==> src/rtl/sar_adc_ctrl.sv <==
module sar_adc_ctrl #(
  parameter int RES_W = 8
) (
  input  logic             clk,
  input  logic             rst_n,
  input  logic             wr_en,
  input  logic             addr,
  input  logic [7:0]       wdata,
  output logic [7:0]       rdata,
  output logic [3:0]       mux_sel,
  output logic             sample_hold,
  output logic [RES_W-1:0] trial_code,
  input  logic             cmp_hi,
  output logic             rc_clk_sel
);
  localparam int BW = $clog2(RES_W);
  localparam logic [BW-1:0] TOP_BIT = BW'(RES_W - 1);

  typedef enum logic [1:0] {S_IDLE, S_SAMP, S_CMP} st_t;

  st_t              state_q;
  logic [BW-1:0]    bit_q;
  logic [RES_W-1:0] sar_q, res_q;
  logic [3:0]       chan_q;
  logic             en_q, rc_q, coco_q;

  wire ctrl_wr = wr_en & addr;
  wire [RES_W-1:0] step = RES_W'(1) << bit_q;

  always_ff @(posedge clk or negedge rst_n) begin
    if (!rst_n) begin
      state_q <= S_IDLE;
      bit_q   <= TOP_BIT;
      sar_q   <= '0;
      res_q   <= '0;
      chan_q  <= '0;
      en_q    <= 1'b0;
      rc_q    <= 1'b0;
      coco_q  <= 1'b0;
    end else if (ctrl_wr) begin
      chan_q  <= wdata[3:0];
      en_q    <= wdata[5];
      rc_q    <= wdata[6];
      coco_q  <= 1'b0;
      sar_q   <= '0;
      bit_q   <= TOP_BIT;
      state_q <= wdata[5] ? S_SAMP : S_IDLE;
    end else begin
      case (state_q)
        S_SAMP: begin
          sar_q   <= '0;
          bit_q   <= TOP_BIT;
          state_q <= S_CMP;
        end
        S_CMP: begin
          sar_q[bit_q] <= cmp_hi;
          if (bit_q == '0) begin
            res_q   <= {sar_q[RES_W-1:1], cmp_hi};
            coco_q  <= 1'b1;
            state_q <= S_SAMP;
          end else begin
            bit_q <= bit_q - 1'b1;
          end
        end
        default: state_q <= S_IDLE;
      endcase
    end
  end

  assign trial_code  = (state_q == S_CMP) ? (sar_q | step) : '0;
  assign sample_hold = (state_q == S_SAMP);
  assign mux_sel     = chan_q;
  assign rc_clk_sel  = rc_q;
  assign rdata       = addr ? {coco_q, rc_q, en_q, 1'b0, chan_q} : 8'(res_q);
endmodule


==> config.mk <==
export PLATFORM = sky130hd
export DESIGN_NAME = sar_adc_ctrl
export DESIGN_NICKNAME = d
export VERILOG_FILES = /design/src/rtl/sar_adc_ctrl.sv
export SDC_FILE = /design/constraint.sdc
export NUM_CORES = 1
export LEC_CHECK = 0
export CAP_MARGIN = 20
export CORE_UTILIZATION = 66
export DETAILED_ROUTE_END_ITERATION = 8
export DONT_BUFFER_PORTS = 1
export GPL_TIMING_DRIVEN = 0
export PLACE_DENSITY = 0.82
export SLEW_MARGIN = 5
export SYNTH_ARGS = -nofsm -noshare
export SYNTH_HDL_FRONTEND = slang
export SYNTH_SLANG_ARGS = --single-unit
export TNS_END_PERCENT = 20
==> constraint.sdc <==
create_clock -name clk -period 4.1 [get_ports clk]
set_input_delay 0.82 -clock clk [delete_from_list [all_inputs] [get_ports clk]]
set_output_delay 0.82 -clock clk [all_outputs]
set_load 0.01 [all_outputs]
==> flow_metrics.py, run 1 <==
metrics = {
    "status": {
        "status": "complete, no violations",
    },
    "die": {
        "die_x_um": 49.1,
        "boundaryPins": 35,
        "die_h_um": 49.1,
        "core_area_um2": 2020,
        "start_util_pct": 72.5,
        "die_area_um2": 2410,
        "num_rows": 16,
    },
    "timing": {
        "max_slew_margin_pct": 65.6,
        "timing.final.hold_violations": 0,
        "clock_skew_ns": 0.00382,
        "setup_violations": 0,
        "slew_viol_final": 0,
        "rsz0062_at_grt": "false",
        "finalCriticalPeriod_ns": 2.88,
        "worst_pin_slew_ns": 0.515,
        "tns_ns": 0,
        "finalCritPeriodShare_pct": 70.2,
        "max_freq_mhz": 347,
    },
    "cells_and_area": {
        "drive_gt1_share_pct": 20.4,
        "finalInstanceArea_um2": 1550,
        "fillers": 138,
        "final_cells": 174,
        "mostFrequentLayoutCells": "nand2_1 (28), dfrtp_1 (25), mux2_2 (15)",
        "utilization_pct": 76.7,
        "n_antenna_cell": 0,
        "final_common_cell": "nand2_1",
        "area_delta_synth_final_pct": 5.89,
        "layout.nets": 166,
    },
    "global_route": {
        "grt_overflow_total": 0,
        "grt_pass1_vias": 1036,
        "grt_pass1_wl_mm": 4.85,
        "grt_usage_pct": 26.6,
        "grt_max_degree": 29,
        "antenna_found_initial": 0,
    },
    "drt": {
        "routedWlPerCell_um": 16.2,
        "detail_route.vias_per_cell": 6.23,
        "drc_errors": 0,
        "ant_nets": 0,
        "drt_wl_total_mm": 2.81,
        "drtIter0Drc": 49,
        "dr.pass1.iters": 4,
        "via_count": 1084,
    },
    "placed_design": {
        "port_buffers": 0,
        "place_inst": 170,
        "place_area_um2": 1500,
        "place.gp.congestion": 0.911,
        "hpwl_mm": 2.05,
    },
    "worst_setup_path": {
        "startpoint_type": "flop",
        "required_ns": 3.28,
        "worstPathMaxFanout": 9,
        "endpoint_kind": "primary output",
        "path_class": "reg -> out",
        "critPathArrivalTime_ns": 2.06,
    },
    "logic_synthesis": {
        "syn-cell-area_um2": 1470,
        "synth-edff-count": 0,
        "synth_top_flop_cell": "dfrtp_1",
        "syn_area_per_cell_um2": 10.2,
        "synth_cells": 143,
        "synthesis.nets": 161,
        "ys_ff_latch": 28,
        "async_flop_share_pct": 100,
        "yosys_warnings": 0,
        "ys_types": 29,
        "yosysSeqAreaShare_pct": 48.1,
    },
    "clock_network": {
        "cts_tree": "built",
        "clock_sinks": 28,
        "clk_path_buf_depth": 2,
        "cts_made_buffers": 3,
        "postCtsSetupBuffers": 0,
        "clk_root_buffer_cell": "clkbuf_4",
        "cts_hold_buf": 0,
        "cts_resized": 0,
        "htreeDepth": 1,
        "clk_pin_slew_worst_paths_ns": 0.15,
        "clkLatencyLatePin_ns": 0.34,
    },
    "power": {
        "leakage_nw": 0.736,
        "powerDensity_nw_per_um2": 386,
        "design_power_total_mw": 0.598,
        "ir_drop_uv": 361,
    },
    "hold_path": {
        "min_path_type": "in -> async",
    },
    "flow_run": {
        "cap_violations": 0,
    },
}
layer usage:
layer | vias to the layer above | GRT usage, % | routed length (µm)
li1 | 510 | - | -
met1 | 532 | 34.7 | 1290
met2 | 35 | 44.1 | 1310
met3 | 7 | 4.67 | 155
met4 | 0 | 10.3 | 61
met5 | - | 0 | 0
kinds of logic after synthesis:
logic type	synth area share (%)
AOI/OAI and AO/OA	11.7
buffers and inverters	4.35
DFF	48.1
muxes	11.5
and+or+nand+nor	20.1
adders and majority gates	4.27
sequential cells by signal (all words and copies together) (netlist names):
name,count
coco_q,1
mux_sel,4
bit_q,3
rc_clk_sel,1
en_q,1
state_q,2
res_q,8
sar_q,8
final cells by class:
| cell class | instances | area (µm²) | area share [%] |
|---|---|---|---|
| Multi-Input combinational cell | 104 | 697 | 44.9 |
| Tap cell | 27 | 33.8 | 2.18 |
| Clock inverter | 1 | 30.0 | 1.94 |
| Buffer | 7 | 48.8 | 3.15 |
| Sequential cell | 28 | 704 | 45.4 |
| Inverter | 4 | 15.0 | 0.968 |
| Clock buffer | 3 | 22.5 | 1.45 |
per-stage QoR:
step / setup slack (ns) / hold slack, ns
after floorplan: 1.85 / 0.440
after global placement: 1.66 / 0.451
after detailed placement: 1.64 / 0.466
after CTS: 1.25 / 0.142
after global routing: 1.12 / 0.120
final: 1.22 / 0.147
where the power goes:
group	total [mW]	leakage [nW]	switching, mW	internal (mW)
Clock	0.182	0.0279	0.0831	0.0991
Combinational	0.0984	0.338	0.0596	0.0388
Sequential	0.318	0.369	0.0211	0.296
Total	0.598	0.736	0.164	0.434
synthesized netlist by cell type (2+ instances only):
cell type	number	area [µm²]
a32o_1	8	80.1
dfstp_2	3	78.8
nand2b_1	3	18.8
nor2b_1	5	31.3
a2111oi_0	2	17.5
nand2_1	28	105
a21oi_1	9	45.0
dfrtp_1	25	626
nor2_1	12	45.0
nand3_1	5	25.0
mux2_2	15	169
buf_6	2	22.5
ha_1	5	62.6
inv_1	4	15.0
buf_2	3	15.0
path summary, 6_finish.rpt:
kind,start,end,slack (ns),cells after the start
min in group clk,coco_q,coco_q,0.49,2
worst max-delay path,bit_q[0],trial_code[0],1.22,6
worst min register to register,coco_q,coco_q,0.49,2
max in group asynchronous,rst_n,bit_q[2],3.78,0
worst max register to register,bit_q[0],res_q[4],1.96,6
worst min-delay path,rst_n,mux_sel[0],0.15,0
critical path: stages, from the launching register on:
cell      delay [ns]
dfstp_2         0.58
clkbuf_1        0.31
inv_1           0.15
ha_1            0.28
nor2b_1         0.20
nor2_1          0.11
nor2_1          0.08
Power figures use the tool's default switching activity.
==> run 2: changes to the inputs <==
Settings changed: CORE_UTILIZATION 66 to 55, PLACE_DENSITY 0.82 to 0.73.
Clock period 4.1 ns to 2.5 ns, I/O delays scaled along.
==> run 2 against run 1 <==
Critical path depth down 1. Non-clock buffer count up 1. Wire length up 7.5%. Largest power group unchanged. Combinational power up 66%. Flip-flop and latch count unchanged. Clock skew up 0.0011 ns. Die area up 19%. Worst hold slack better by 0.11 ns. First-iteration DRC count down 55%. Cell area up 1.9%. Setup slack worse by 1.1 ns. Critical endpoint unchanged. Largest cell class unchanged.
==> flow_metrics.py, run 2 (synthesis results as in run 1) <==
metrics = {
    "status": {
        "status": "complete, no violations",
    },
    "die": {
        "start_util_pct": 58.6,
        "die_x_um": 53.6,
        "boundaryPins": 35,
        "core_area_um2": 2500,
        "die_area_um2": 2870,
        "num_rows": 18,
        "die_h_um": 53.6,
    },
    "clock_network": {
        "clk_path_buf_depth": 2,
        "cts_made_buffers": 3,
        "clkLatencyLatePin_ns": 0.33,
        "cts_tree": "built",
        "clk_pin_slew_worst_paths_ns": 0.16,
        "clock_sinks": 28,
        "clk_root_buffer_cell": "clkbuf_4",
        "htreeDepth": 1,
    },
    "timing": {
        "worst_pin_slew_ns": 0.536,
        "max_freq_mhz": 428,
        "slew_viol_final": 0,
        "finalCritPeriodShare_pct": 93.4,
        "max_slew_margin_pct": 64.2,
        "timing.final.hold_violations": 0,
        "clock_skew_ns": 0.00495,
        "tns_ns": 0,
        "finalCriticalPeriod_ns": 2.34,
        "setup_violations": 0,
        "rsz0062_at_grt": "false",
        "layout_setup_ws_ns": 0.164,
    },
    "cells_and_area": {
        "final_common_cell": "nand2_1",
        "drive_gt1_share_pct": 20.9,
        "multi_input_area_um2": 697,
        "area_delta_synth_final_pct": 7.94,
        "layout.nets": 167,
        "seqCellArea_um2": 704,
        "fillers": 210,
        "utilization_pct": 63.3,
        "n_antenna_cell": 0,
        "mostFrequentLayoutCells": "nand2_1 (28), dfrtp_1 (25), mux2_2 (15)",
    },
    "drt": {
        "ant_nets": 0,
        "wl_met2_mm": 1.47,
        "detail_route.vias_per_cell": 6.11,
        "dr.pass1.iters": 4,
        "via_count": 1088,
        "highest_layer": "met4",
        "wirelength_met1_mm": 1.36,
        "met3_length_um": 171,
        "drt_wl_total_mm": 3.02,
        "routedWlPerCell_um": 17.0,
        "drtIter0Drc": 22,
        "drc_errors": 0,
    },
    "power": {
        "leakage_nw": 0.748,
        "design_power_total_mw": 0.999,
        "powerDensity_nw_per_um2": 632,
        "ir_drop_uv": 530,
    },
    "worst_setup_path": {
        "cp_slowest_cell": "dfstp_2",
        "path_cells": "inv_1, ha_1, nor2b_1, nor2_1, nor2_1",
        "worst-r2r-cell-count": 5,
        "required_ns": 2.00,
        "path_class": "reg -> out",
        "path_depth": 5,
        "r2r_slack_ns": 0.59,
        "worstPathMaxFanout": 11,
        "crit_path_max_incr_delay_ns": 0.68,
        "critPathArrivalTime_ns": 1.84,
        "crit_top_cell": "nor2_1",
        "cpLargestDelayFamily": "flip-flops",
        "cp_num_buf_inv": 1,
        "startpoint_type": "flop",
        "endpoint_kind": "primary output",
    },
    "placed_design": {
        "place.gp.congestion": 0.883,
        "hpwl_mm": 2.22,
        "port_buffers": 0,
        "post-place-ws_ns": 0.323,
    },
    "global_route": {
        "grt_max_degree": 29,
        "grt_pass1_vias": 1075,
        "grt_overflow_total": 0,
        "antenna_found_initial": 0,
        "grt_pass1_wl_mm": 5.11,
        "grt_usage_pct": 24.8,
    },
    "flow_run": {
        "cap_violations": 0,
    },
    "hold_path": {
        "hold_path_depth": 2,
        "min_path_type": "in -> reg",
    },
}
==> run 2: power breakdown <==
part / internal [mW] / switching (mW) / leakage, nW
Sequential: 0.487 / 0.0449 / 0.369
Combinational: 0.0658 / 0.0967 / 0.351
Clock: 0.162 / 0.143 / 0.0279
Total: 0.714 / 0.284 / 0.748
==> run 2: through the flow <==
stage,hold slack (ns),std cells,instance area [µm²]
2_1_floorplan,0.204,143,1470
3_3_place_gp,0.205,173,1500
5_1_grt,0.250,178,1580
3_5_place_dp,0.205,173,1500
6_report,0.253,178,1580
4_1_cts,0.252,178,1580
==> run 2: what timing repair did <==
| action | 4_1_cts | 5_1_grt |
|---|---|---|
| resized for setup | 0 | 0 |
| endpoints found under the hold margin | 28 | 0 |
| endpoints found under the setup margin | 1 | 0 |
| hold buffers | 2 | 0 |
| buffers inserted | 0 | 0 |
==> run 2: final cells by class <==
class	count	share of cell area, %
sequential	28	44.5
timing repair buffer	2	1.90
clock buffer	3	1.42
inverter	4	0.949
tap	30	2.37
buffer	6	2.85
multi-input combinational	104	44.1
clock inverter	1	1.90
==> run 2: worst paths after layout <==
path                       startpoint             to
setup reg to reg             bit_q[0]       res_q[5]
setup / recovery             bit_q[0]  trial_code[0]
max in group asynchronous       rst_n       bit_q[1]
min in group asynchronous       rst_n       res_q[3]
hold / removal               wdata[0]     mux_sel[0]
hold reg to reg                  en_q           en_q
==> run 2: routing by layer <==
layer	vias up	GRT usage [%]
met3	2	4.80
met2	33	41.3
met4	0	6.14
met5	-	0
li1	509	-
met1	544	33.3
==> run 2: worst register-to-register path, delay by kind of cell, from the launching register on <==
| family | cells | cell delay, ns |
|---|---|---|
| flip-flops | 1 | 0.68 |
| buffers and inverters | 1 | 0.14 |
| AND/OR/NAND/NOR | 2 | 0.37 |
| adder cells (fa/ha/maj) | 1 | 0.27 |
| multiplexers | 1 | 0.36 |
==> run 3: changes to the inputs <==
Settings changed: CORE_UTILIZATION 55 to 58, CTS_BUF_LIST set to sky130_fd_sc_hd__clkbuf_2, MAX_ROUTING_LAYER set to met4, PLACE_DENSITY 0.73 to 0.76.
==> run 3 against run 2 <==
Worst hold slack lost 0.028 ns. Total power decreased by 14%. Setup slack better by 0.013 ns. Utilization grew 4.0 points. Via count shrank 0.92%. Wire length rose by 3.7%. Register-to-register slack is essentially flat. Critical path type unchanged.
==> flow_metrics.py, run 3 (synthesis results as in run 1) <==
metrics = {
    "status": {
        "status": "complete, no violations",
    },
    "drt": {
        "wirelength_met1_mm": 1.44,
        "routedWlPerCell_um": 17.8,
        "wl_met2_mm": 1.50,
        "ant_nets": 0,
        "drt_wl_total_mm": 3.13,
        "detail_route.vias_per_cell": 6.13,
        "met3_length_um": 182,
        "dr.pass1.iters": 4,
        "drtIter0Drc": 31,
        "drc_errors": 0,
        "highest_layer": "met4",
        "via_count": 1078,
    },
    "worst_setup_path": {
        "crit_path_max_incr_delay_ns": 0.71,
        "path_class": "reg -> out",
        "crit_top_cell": "nor2_1",
        "cp_slowest_cell": "dfstp_2",
        "worstPathMaxFanout": 11,
        "endpoint_kind": "primary output",
        "critPathArrivalTime_ns": 1.82,
        "cpLargestDelayFamily": "flip-flops",
        "path_cells": "inv_1, ha_1, nor2b_1, nor2_1, nor2_1",
        "required_ns": 2.00,
        "cp_num_buf_inv": 1,
        "startpoint_type": "flop",
    },
    "power": {
        "leakage_nw": 0.734,
        "power_switching_mw": 0.272,
        "seqPwrFrac_pct": 62.0,
        "powerDensity_nw_per_um2": 556,
        "design_power_total_mw": 0.860,
        "switching_share_pct": 31.7,
        "comb_power_share_pct": 18.9,
        "p_int_mw": 0.587,
        "ir_drop_uv": 360,
        "p_clk_share_pct": 19.1,
    },
    "timing": {
        "rsz0062_at_grt": "false",
        "max_freq_mhz": 430,
        "tns_ns": 0,
        "max_slew_margin_pct": 62.4,
        "slew_viol_final": 0,
        "clock_skew_ns": 0.00947,
        "timing.final.hold_violations": 0,
        "finalCriticalPeriod_ns": 2.32,
        "setup_violations": 0,
        "worst_pin_slew_ns": 0.562,
        "finalCritPeriodShare_pct": 92.9,
    },
    "flow_run": {
        "cap_violations": 0,
    },
    "clock_network": {
        "postCtsSetupBuffers": 0,
        "clk_pin_slew_worst_paths_ns": 0.25,
        "cts_resized": 0,
        "cts_made_buffers": 3,
        "clock_sinks": 28,
        "htreeDepth": 1,
        "clk_path_buf_depth": 2,
        "clkLatencyLatePin_ns": 0.35,
        "clk_root_buffer_cell": "clkbuf_2",
        "cts_tree": "built",
    },
    "cells_and_area": {
        "fillers": 204,
        "area_delta_synth_final_pct": 5.47,
        "mostFrequentLayoutCells": "nand2_1 (28), dfrtp_1 (25), mux2_2 (15)",
        "final_common_cell": "nand2_1",
        "n_antenna_cell": 0,
        "drive_gt1_share_pct": 20.3,
        "layout.nets": 167,
        "final_cells": 176,
        "utilization_pct": 67.3,
    },
    "placed_design": {
        "hpwl_mm": 2.29,
        "place.gp.congestion": 0.898,
        "port_buffers": 0,
        "place_inst": 171,
    },
    "global_route": {
        "grt_overflow_total": 0,
        "grt_usage_pct": 26.8,
        "grt_max_degree": 29,
        "antenna_found_initial": 0,
        "grt_pass1_wl_mm": 5.18,
        "grt_pass1_vias": 1103,
    },
    "die": {
        "die_area_um2": 2730,
        "core_area_um2": 2300,
        "die_h_um": 52.3,
        "start_util_pct": 63.8,
        "num_rows": 17,
        "boundaryPins": 35,
        "die_x_um": 52.3,
    },
    "hold_path": {
        "min_path_type": "in -> reg",
    },
}
[run 3: what timing repair did]
action,CTS,global route
setup endpoints to repair,1,0
endpoints found under the hold margin,28,0
hold buffers,2,0
[run 3: per-stage QoR]
stage               worst slack [ns]  hold slack, ns  cell area [µm²]
CTS                            0.187           0.213             1550
finish                         0.177           0.225             1550
floorplan                      0.566           0.204             1470
detailed placement             0.373           0.205             1500
global route                  0.0236           0.202             1550
global placement               0.364           0.205             1500
[run 3: worst paths after layout]
| path | from | endpoint | slack [ns] | depth (start not counted) |
|---|---|---|---|---|
| setup / recovery | bit_q[0] | trial_code[0] | 0.18 | 5 |
| hold / removal | wdata[0] | mux_sel[0] | 0.23 | 2 |
| setup reg to reg | bit_q[0] | res_q[5] | 0.60 | 5 |
| hold reg to reg | coco_q | coco_q | 0.53 | 2 |
| max in group asynchronous | rst_n | bit_q[0] | 1.70 | 2 |
| min in group asynchronous | rst_n | state_q[1] | 0.56 | 2 |
[run 3: power groups by stage]
stage	sequential [mW]	clock, mW	combinational, mW
global route	0.538	0.182	0.185
CTS	0.531	0.169	0.163
floorplan	0.520	0	0.131
global placement	0.529	0	0.153
finish	0.533	0.165	0.162
detailed placement	0.531	0	0.159
[run 3: layer usage]
| metal | GRT usage (%) | vias to the layer above |
|---|---|---|
| met5 | - | - |
| met4 | 7.02 | 0 |
| met3 | 4.93 | 2 |
| met2 | 42.9 | 35 |
| met1 | 35.2 | 531 |
| li1 | - | 510 |
[run 3: cell type report]
class | count | area, µm² | share of cell area (%)
repair buffers | 2 | 30.0 | 1.94
well taps | 28 | 35.0 | 2.27
inverters | 4 | 15.0 | 0.972
plain buffers | 6 | 45.0 | 2.91
multi-input cells | 104 | 697 | 45.1
clock buffers | 3 | 15.0 | 0.972
clock inverters | 1 | 3.75 | 0.243
flip-flops and latches | 28 | 704 | 45.6
